### src/rtl/rtc_pkg.sv
package rtc_pkg;

    typedef enum logic [3:0] {
        ST_IDLE, ST_SEC, ST_MIN, ST_HOUR, ST_DAY,
        ST_MON, ST_YEAR, ST_CENT, ST_ALARM
    } rtc_state_e;

    localparam logic [3:0] A_SEC     = 4'd0;
    localparam logic [3:0] A_MIN     = 4'd1;
    localparam logic [3:0] A_HOUR    = 4'd2;
    localparam logic [3:0] A_DOW     = 4'd3;
    localparam logic [3:0] A_DOM     = 4'd4;
    localparam logic [3:0] A_MON     = 4'd5;
    localparam logic [3:0] A_YEAR    = 4'd6;
    localparam logic [3:0] A_CENT    = 4'd7;
    localparam logic [3:0] A_AL_SEC  = 4'd8;
    localparam logic [3:0] A_AL_MIN  = 4'd9;
    localparam logic [3:0] A_AL_HOUR = 4'd10;
    localparam logic [3:0] A_AL_DOW  = 4'd11;
    localparam logic [3:0] A_AL_EN   = 4'd12;
    localparam logic [3:0] A_STAT    = 4'd13;

    // Last valid day of a month; leap when the two low year bits are zero.
    function automatic logic [4:0] month_days(input logic [3:0] mon, input logic [6:0] yr);
        case (mon)
            4'd2:                    return (yr[1:0] == 2'b00) ? 5'd29 : 5'd28;
            4'd4, 4'd6, 4'd9, 4'd11: return 5'd30;
            default:                 return 5'd31;
        endcase
    endfunction

endpackage

### src/rtl/rtc_prescaler.sv
module rtc_prescaler #(
    parameter int XTAL_DIV = 32768,
    parameter int LINE_LO  = 50,
    parameter int LINE_HI  = 60
) (
    input  logic clk,
    input  logic rst_n,
    input  logic tick_en,
    input  logic src_line,
    input  logic line_60,
    input  logic clear,
    output logic sec_pulse
);
    localparam int MAXDIV = (XTAL_DIV > LINE_HI) ? XTAL_DIV : LINE_HI;
    localparam int CW     = $clog2(MAXDIV);

    logic [CW-1:0] cnt_q;
    logic [CW-1:0] lim_m1;
    logic          wrap;

    always_comb begin
        if (src_line) lim_m1 = line_60 ? CW'(LINE_HI - 1) : CW'(LINE_LO - 1);
        else          lim_m1 = CW'(XTAL_DIV - 1);
    end

    assign wrap      = (cnt_q >= lim_m1);
    assign sec_pulse = tick_en && wrap && !clear;

    always_ff @(posedge clk) begin
        if (!rst_n)       cnt_q <= '0;
        else if (clear)   cnt_q <= '0;
        else if (tick_en) cnt_q <= wrap ? '0 : cnt_q + 1'b1;
    end

    // a time-field write empties the prescaler
    a_r9_clear_zeroes: assert property (@(posedge clk) disable iff (!rst_n)
        clear |=> cnt_q == '0);
    // each tick below the limit advances the count by one
    a_r4_tick_step: assert property (@(posedge clk) disable iff (!rst_n)
        (tick_en && !clear && !wrap) |=> cnt_q == $past(cnt_q) + 1'b1);
    // a second event restarts the sub-second count
    a_r3_pulse_restart: assert property (@(posedge clk) disable iff (!rst_n)
        sec_pulse |=> cnt_q == '0);

endmodule

### src/rtl/rtc_alarm.sv
module rtc_alarm (
    input  logic       clk,
    input  logic       rst_n,
    input  logic       check,
    input  logic       clr,
    input  logic [5:0] cur_sec,
    input  logic [5:0] cur_min,
    input  logic [4:0] cur_hour,
    input  logic [2:0] cur_dow,
    input  logic [5:0] cmp_sec,
    input  logic [5:0] cmp_min,
    input  logic [4:0] cmp_hour,
    input  logic [2:0] cmp_dow,
    input  logic [3:0] en,
    output logic       flag
);
    logic [3:0] field_ok;
    logic       match;

    assign field_ok[0] = !en[0] || (cur_sec  == cmp_sec);
    assign field_ok[1] = !en[1] || (cur_min  == cmp_min);
    assign field_ok[2] = !en[2] || (cur_hour == cmp_hour);
    assign field_ok[3] = !en[3] || (cur_dow  == cmp_dow);
    assign match       = (|en) && (&field_ok);

    always_ff @(posedge clk) begin
        if (!rst_n)              flag <= 1'b0;
        else if (check && match) flag <= 1'b1;
        else if (clr)            flag <= 1'b0;
    end

    a_r10_fire_on_match: assert property (@(posedge clk) disable iff (!rst_n)
        (check && match) |=> flag);
    a_r10_rise_only_on_check: assert property (@(posedge clk) disable iff (!rst_n)
        (!flag && !check) |=> !flag);
    a_r11_sticky: assert property (@(posedge clk) disable iff (!rst_n)
        (flag && !clr) |=> flag);
    a_r11_clear: assert property (@(posedge clk) disable iff (!rst_n)
        (clr && !check) |=> !flag);

endmodule

### src/rtl/rtc_calendar.sv
module rtc_calendar
    import rtc_pkg::*;
#(
    parameter int XTAL_DIV = 32768,
    parameter int LINE_LO  = 50,
    parameter int LINE_HI  = 60
) (
    input  logic       clk,
    input  logic       rst_n,
    input  logic       tick_en,
    input  logic       src_line,
    input  logic       line_60,
    input  logic       wr_en,
    input  logic [3:0] addr,
    input  logic [7:0] wr_data,
    output logic [7:0] rd_data,
    output logic       irq
);
    rtc_state_e st_q, st_d;

    logic [5:0] sec_q, min_q;
    logic [4:0] hour_q, dom_q;
    logic [2:0] dow_q;
    logic [3:0] mon_q;
    logic [6:0] year_q, cent_q;
    logic [5:0] al_sec_q, al_min_q;
    logic [4:0] al_hour_q;
    logic [2:0] al_dow_q;
    logic [3:0] al_en_q;
    logic       time_wr, flag_clr, sec_pulse, flag;
    logic [4:0] last_day;
    logic       unused_hi;

    assign time_wr   = wr_en && (addr <= A_CENT);
    assign flag_clr  = wr_en && (addr == A_STAT) && wr_data[0];
    assign last_day  = month_days(mon_q, year_q);
    assign unused_hi = wr_data[7];

    rtc_prescaler #(.XTAL_DIV(XTAL_DIV), .LINE_LO(LINE_LO), .LINE_HI(LINE_HI)) u_presc (
        .clk(clk), .rst_n(rst_n), .tick_en(tick_en), .src_line(src_line),
        .line_60(line_60), .clear(time_wr), .sec_pulse(sec_pulse)
    );

    rtc_alarm u_alarm (
        .clk(clk), .rst_n(rst_n), .check(st_q == ST_ALARM), .clr(flag_clr),
        .cur_sec(sec_q), .cur_min(min_q), .cur_hour(hour_q), .cur_dow(dow_q),
        .cmp_sec(al_sec_q), .cmp_min(al_min_q), .cmp_hour(al_hour_q),
        .cmp_dow(al_dow_q), .en(al_en_q), .flag(flag)
    );

    assign irq = flag;

    // State register
    always_ff @(posedge clk) begin
        if (!rst_n) st_q <= ST_IDLE;
        else        st_q <= st_d;
    end

    // Next state: carry ripples one field per cycle
    always_comb begin
        st_d = st_q;
        if (time_wr) begin
            st_d = ST_IDLE;
        end else begin
            unique case (st_q)
                ST_IDLE:  if (sec_pulse) st_d = ST_SEC;
                ST_SEC:   st_d = (sec_q  >= 6'd59)   ? ST_MIN  : ST_ALARM;
                ST_MIN:   st_d = (min_q  >= 6'd59)   ? ST_HOUR : ST_ALARM;
                ST_HOUR:  st_d = (hour_q >= 5'd23)   ? ST_DAY  : ST_ALARM;
                ST_DAY:   st_d = (dom_q  >= last_day) ? ST_MON : ST_ALARM;
                ST_MON:   st_d = (mon_q  >= 4'd12)   ? ST_YEAR : ST_ALARM;
                ST_YEAR:  st_d = (year_q >= 7'd99)   ? ST_CENT : ST_ALARM;
                ST_CENT:  st_d = ST_ALARM;
                ST_ALARM: st_d = ST_IDLE;
                default:  st_d = ST_IDLE;
            endcase
        end
    end

    // Field updates (outputs of the state machine) and software writes
    always_ff @(posedge clk) begin
        if (!rst_n) begin
            sec_q <= '0; min_q <= '0; hour_q <= '0; dow_q <= 3'd1;
            dom_q <= 5'd1; mon_q <= 4'd1; year_q <= '0; cent_q <= 7'd20;
        end else if (time_wr) begin
            case (addr)
                A_SEC:   sec_q  <= wr_data[5:0];
                A_MIN:   min_q  <= wr_data[5:0];
                A_HOUR:  hour_q <= wr_data[4:0];
                A_DOW:   dow_q  <= wr_data[2:0];
                A_DOM:   dom_q  <= wr_data[4:0];
                A_MON:   mon_q  <= wr_data[3:0];
                A_YEAR:  year_q <= wr_data[6:0];
                default: cent_q <= wr_data[6:0];
            endcase
        end else begin
            case (st_q)
                ST_SEC:  sec_q  <= (sec_q  >= 6'd59) ? 6'd0 : sec_q + 6'd1;
                ST_MIN:  min_q  <= (min_q  >= 6'd59) ? 6'd0 : min_q + 6'd1;
                ST_HOUR: hour_q <= (hour_q >= 5'd23) ? 5'd0 : hour_q + 5'd1;
                ST_DAY: begin
                    dow_q <= (dow_q >= 3'd7) ? 3'd1 : dow_q + 3'd1;
                    dom_q <= (dom_q >= last_day) ? 5'd1 : dom_q + 5'd1;
                end
                ST_MON:  mon_q  <= (mon_q  >= 4'd12) ? 4'd1 : mon_q + 4'd1;
                ST_YEAR: year_q <= (year_q >= 7'd99) ? 7'd0 : year_q + 7'd1;
                ST_CENT: cent_q <= (cent_q >= 7'd99) ? 7'd0 : cent_q + 7'd1;
                default: ;
            endcase
        end
    end

    // Alarm registers
    always_ff @(posedge clk) begin
        if (!rst_n) begin
            al_sec_q <= '0; al_min_q <= '0; al_hour_q <= '0; al_dow_q <= '0; al_en_q <= '0;
        end else if (wr_en) begin
            case (addr)
                A_AL_SEC:  al_sec_q  <= wr_data[5:0];
                A_AL_MIN:  al_min_q  <= wr_data[5:0];
                A_AL_HOUR: al_hour_q <= wr_data[4:0];
                A_AL_DOW:  al_dow_q  <= wr_data[2:0];
                A_AL_EN:   al_en_q   <= wr_data[3:0];
                default: ;
            endcase
        end
    end

    // Read mux
    always_comb begin
        rd_data = '0;
        case (addr)
            A_SEC:     rd_data[5:0] = sec_q;
            A_MIN:     rd_data[5:0] = min_q;
            A_HOUR:    rd_data[4:0] = hour_q;
            A_DOW:     rd_data[2:0] = dow_q;
            A_DOM:     rd_data[4:0] = dom_q;
            A_MON:     rd_data[3:0] = mon_q;
            A_YEAR:    rd_data[6:0] = year_q;
            A_CENT:    rd_data[6:0] = cent_q;
            A_AL_SEC:  rd_data[5:0] = al_sec_q;
            A_AL_MIN:  rd_data[5:0] = al_min_q;
            A_AL_HOUR: rd_data[4:0] = al_hour_q;
            A_AL_DOW:  rd_data[2:0] = al_dow_q;
            A_AL_EN:   rd_data[3:0] = al_en_q;
            A_STAT:    rd_data[0]   = flag;
            default: ;
        endcase
    end

    a_r5_sec_step: assert property (@(posedge clk) disable iff (!rst_n)
        (st_q == ST_SEC && sec_q < 6'd59 && !time_wr) |=> sec_q == $past(sec_q) + 6'd1);
    a_r5_sec_carry: assert property (@(posedge clk) disable iff (!rst_n)
        (st_q == ST_SEC && sec_q >= 6'd59 && !time_wr) |=> (sec_q == 6'd0 && st_q == ST_MIN));
    a_r6_dow_wrap: assert property (@(posedge clk) disable iff (!rst_n)
        (st_q == ST_DAY && dow_q == 3'd7 && !time_wr) |=> dow_q == 3'd1);
    a_r8_year_carry: assert property (@(posedge clk) disable iff (!rst_n)
        (st_q == ST_YEAR && year_q >= 7'd99 && !time_wr) |=> (year_q == 7'd0 && st_q == ST_CENT));
    a_r9_write_abort: assert property (@(posedge clk) disable iff (!rst_n)
        time_wr |=> st_q == ST_IDLE);

endmodule

### config.mk
export PLATFORM = sky130hd
export DESIGN_NAME = rtc_calendar
export DESIGN_NICKNAME = d
export VERILOG_FILES = /design/src/rtl/rtc_pkg.sv /design/src/rtl/rtc_prescaler.sv /design/src/rtl/rtc_alarm.sv /design/src/rtl/rtc_calendar.sv
export SDC_FILE = /design/constraint.sdc
export NUM_CORES = 1
export LEC_CHECK = 0
export CORE_MARGIN = 8
export CORE_UTILIZATION = 30
export DETAILED_ROUTE_END_ITERATION = 7
export PLACE_DENSITY_LB_ADDON = 0.12
export SLEW_MARGIN = 20
export SYNTH_ARGS = -nofsm -noshare
export SYNTH_HDL_FRONTEND = slang
export SYNTH_HIERARCHICAL = 1
export SYNTH_SLANG_ARGS = --single-unit
### constraint.sdc
create_clock -name clk -period 2.93 [get_ports clk]
set_input_delay 0.293 -clock clk [delete_from_list [all_inputs] [get_ports clk]]
set_output_delay 0.293 -clock clk [all_outputs]
set_load 0.03 [all_outputs]
==> out/metrics.cfg <==
[worst_setup_path]
path_delay_family=simple AND/OR/NAND/NOR gates
crit_type=input pin to flip-flop
cp_data_required_time_ps=3210
path_cells=clkdlybuf4s50_1 -> buf_4 -> nor2b_1 -> ha_1 -> nand4_1 -> nor3_1 -> o21ai_1 -> a31oi_4 -> nor2b_1 -> nor4_1 -> or4_1 -> a31oi_1
worstSetupEndpointType=flip-flop
arrival_ps=2830
critical_path.max_fanout=11
path_buf_inv=2
cp_slowest_cell=or4_1
worstSetupStartpointType=input pin
worst_path_most_repeated_cell=nor2b_1
slowest_delay_ps=480

[floorplanning]
core.rowCount=52
die_h_um=159
start_util_pct=30.6
core-area_um2=20200
fp.dieW_um=159
dieArea_um2=25400
ios=27

[global_route]
grt_pass1_vias=5805
grt_max_degree=38
grt_usage_pct=17.2
grt_pass1_wl_um=34700
grt_overflow=0
antenna_found_initial=0

[timing]
relSlewSlack_pct=46.1
worst_pin_slew_ps=807
fin_crit_sh_pct=87.1
rsz0062_at_grt=no
setup_viol_count_final=0
post-route-min-period_ps=2550
hold_violations=0
clock_skew_ps=7.30
max_freq_mhz=392
setup_tns_ps=0
drv_slew=0

[logic_synthesis]
synth_edf_count=0
ys.flop_type=dfxtp_1
syn_nets=796
synth_area_per_cell_um2=8.22
ys_warn_count=6
ys_seq_area_share_pct=28.3
synthCells=750
synth_cell_types=83
ys_ff_latch=87
synth-async-reset-ratio_pct=0
netlist_area_um2=6160

[route]
ant_nets=0
vias=6011
drt-total-wl_um=22100
drt_iter0_markers=454
viasPerCell=5.76
wire_per_inst_um=21.2
drt-pass1-iter-count=5
drcViolationCount=0

[power_and_ir_drop]
p_leak_nw=2.56
pwr_density_cell_nw_per_um2=401
vdd_drop_max_v=0.000226

[place]
io_buffers=24
dp_cells=1028
dp_hpwl_um=16300
gp_congestion=0.862

[clock_network]
cts_sinks=87
cts_setup_buffers=0
cts_tree=yes
cts_max_level=3
cts.repair.resized=0
clk_pin_slew_ps=60
cts_buffer_depth=2
cts_buffers=9
clockRootBuffer=clkbuf_16
clock_latency_ps=350
holdBufCountCts=0

[final_layout]
drive_gt1_share_pct=10.2
instances_no_fill=1044
final_cell_mix=dfxtp_1, nand2_1, nor2_1
syn_to_final_growth_pct=16.3
nets=815
final_common_cell=dfxtp_1
diodes=0

[outcome]
outcome=completed

[min_path]
hp-class=flip-flop to flip-flop

[flow_run]
maxCapViolations=0

metal layers:
layer  global-route usage [%]  vias to the layer above  routed length [µm]
met5                        0                        -                   0
met4                     6.26                        0                 630
met3                     3.39                       31                1030
met2                     28.0                      158               10300
met1                     22.1                     2928               10100
li1                         -                     2894                   -
cells in the mapped netlist (4+ instances only):
library cell / count / area share, %
dfxtp_1: 87 / 28
nand2_1: 49 / 3.0
nor2_1: 45 / 2.7
clkbuf_1: 37 / 2.3
nand3_1: 37 / 3.0
a21oi_1: 35 / 2.8
mux2i_1: 33 / 5.4
nor3_1: 29 / 2.4
ha_1: 28 / 5.7
o21ai_0: 25 / 2.0
xnor2_1: 23 / 3.3
inv_1: 21 / 1.3
a31oi_1: 18 / 1.8
nand4_1: 17 / 1.7
nor2b_1: 16 / 1.6
xor2_1: 11 / 1.6
nand2b_1: 10 / 1.0
nor4_1: 10 / 1.0
buf_2: 9 / 0.73
o21a_1: 9 / 1.1
o31ai_1: 9 / 1.1
a22oi_1: 8 / 0.97
nand3b_1: 8 / 0.97
o21ai_1: 8 / 0.65
o22ai_1: 8 / 0.81
o32ai_1: 8 / 1.1
or3_1: 8 / 0.81
and3_1: 7 / 0.71
and2_1: 6 / 0.61
mux2_2: 6 / 1.1
o211ai_1: 6 / 0.73
o221ai_1: 6 / 0.85
or4_1: 6 / 0.73
a211oi_1: 5 / 0.61
a32oi_1: 5 / 0.71
nor4b_1: 5 / 0.71
a311oi_1: 4 / 0.57
a32o_1: 4 / 0.65
and4_1: 4 / 0.57
buf_1: 4 / 0.24
nor3b_1: 4 / 0.49
o2111ai_1: 4 / 0.57
o32a_1: 4 / 0.65
report_power, final:
group / internal (W) / leakage [nW] / total, W / switching [W]
Combinational: 0.000128 / 1.69 / 0.000337 / 0.000209
Sequential: 0.00120 / 0.703 / 0.00122 / 0.0000271
Clock: 0.000799 / 0.165 / 0.00131 / 0.000513
Total: 0.00212 / 2.56 / 0.00287 / 0.000749
worst reg2reg max path: cells and delay by family, from the launching register on:
kind / cells / cell delay (ps)
AO/OA/AOI/OAI: 6 / 1220
AND/OR/NAND/NOR: 1 / 200
adder cells (fa/ha/maj): 2 / 510
flip-flops: 1 / 410
buffers and inverters: 1 / 130
sequential cells by signal, indices dropped and copies added (netlist names), 6 cells and up:
register and cells:
min_q 6, u_presc/cnt_q 15, al_min_q 6, cent_q 7, sec_q 6, year_q 7, al_sec_q 6
cell families after synthesis:
family	Yosys count	share of synthesized area [%]
AND/OR/NAND/NOR	271	24.0
AO/OA/AOI/OAI	211	25.0
flip-flops	87	28.3
buffers and inverters	77	5.18
multiplexers	41	7.01
XOR/XNOR	34	4.83
adder cells (fa/ha/maj)	28	5.69
other	1	0.0609
layout make-up:
type                       count  area, µm²
fill                        2103      13000
multi-input combinational    586       4100
sequential                    87       1740
timing repair buffer          61        563
tap                          270        338
clock buffer                  12        256
inverter                      24       90.1
clock inverter                 4       76.3
final timing paths:
check	from	to	slack, ps	depth (start not counted)
min reg2reg	u_alarm/flag$_SDFFE_PN0P_	u_alarm/flag$_SDFFE_PN0P_	520	2
max	src_line	st_q[3]$_SDFFE_PP0P_	380	12
min	u_alarm/flag$_SDFFE_PN0P_	u_alarm/flag$_SDFFE_PN0P_	520	2
max reg2reg	mon_q[0]$_SDFFE_PN1P_	dom_q[4]$_SDFFE_PN0P_	410	10
metrics by stage:
stage | hold slack [ps] | worst slack (ps) | utilization (%) | total power (W) | cell area [µm²]
after floorplan | 432 | 768 | - | 0.00143 | 6160
after global placement | 500 | 60.8 | 33.9 | 0.00158 | 6830
after detailed placement | 508 | 21.0 | 33.9 | 0.00159 | 6830
after CTS | 519 | 385 | 35.5 | 0.00291 | 7170
after global routing | 533 | 131 | 35.5 | 0.00298 | 7170
final | 517 | 379 | 35.5 | 0.00287 | 7170
Power figures use the tool's default switching activity.
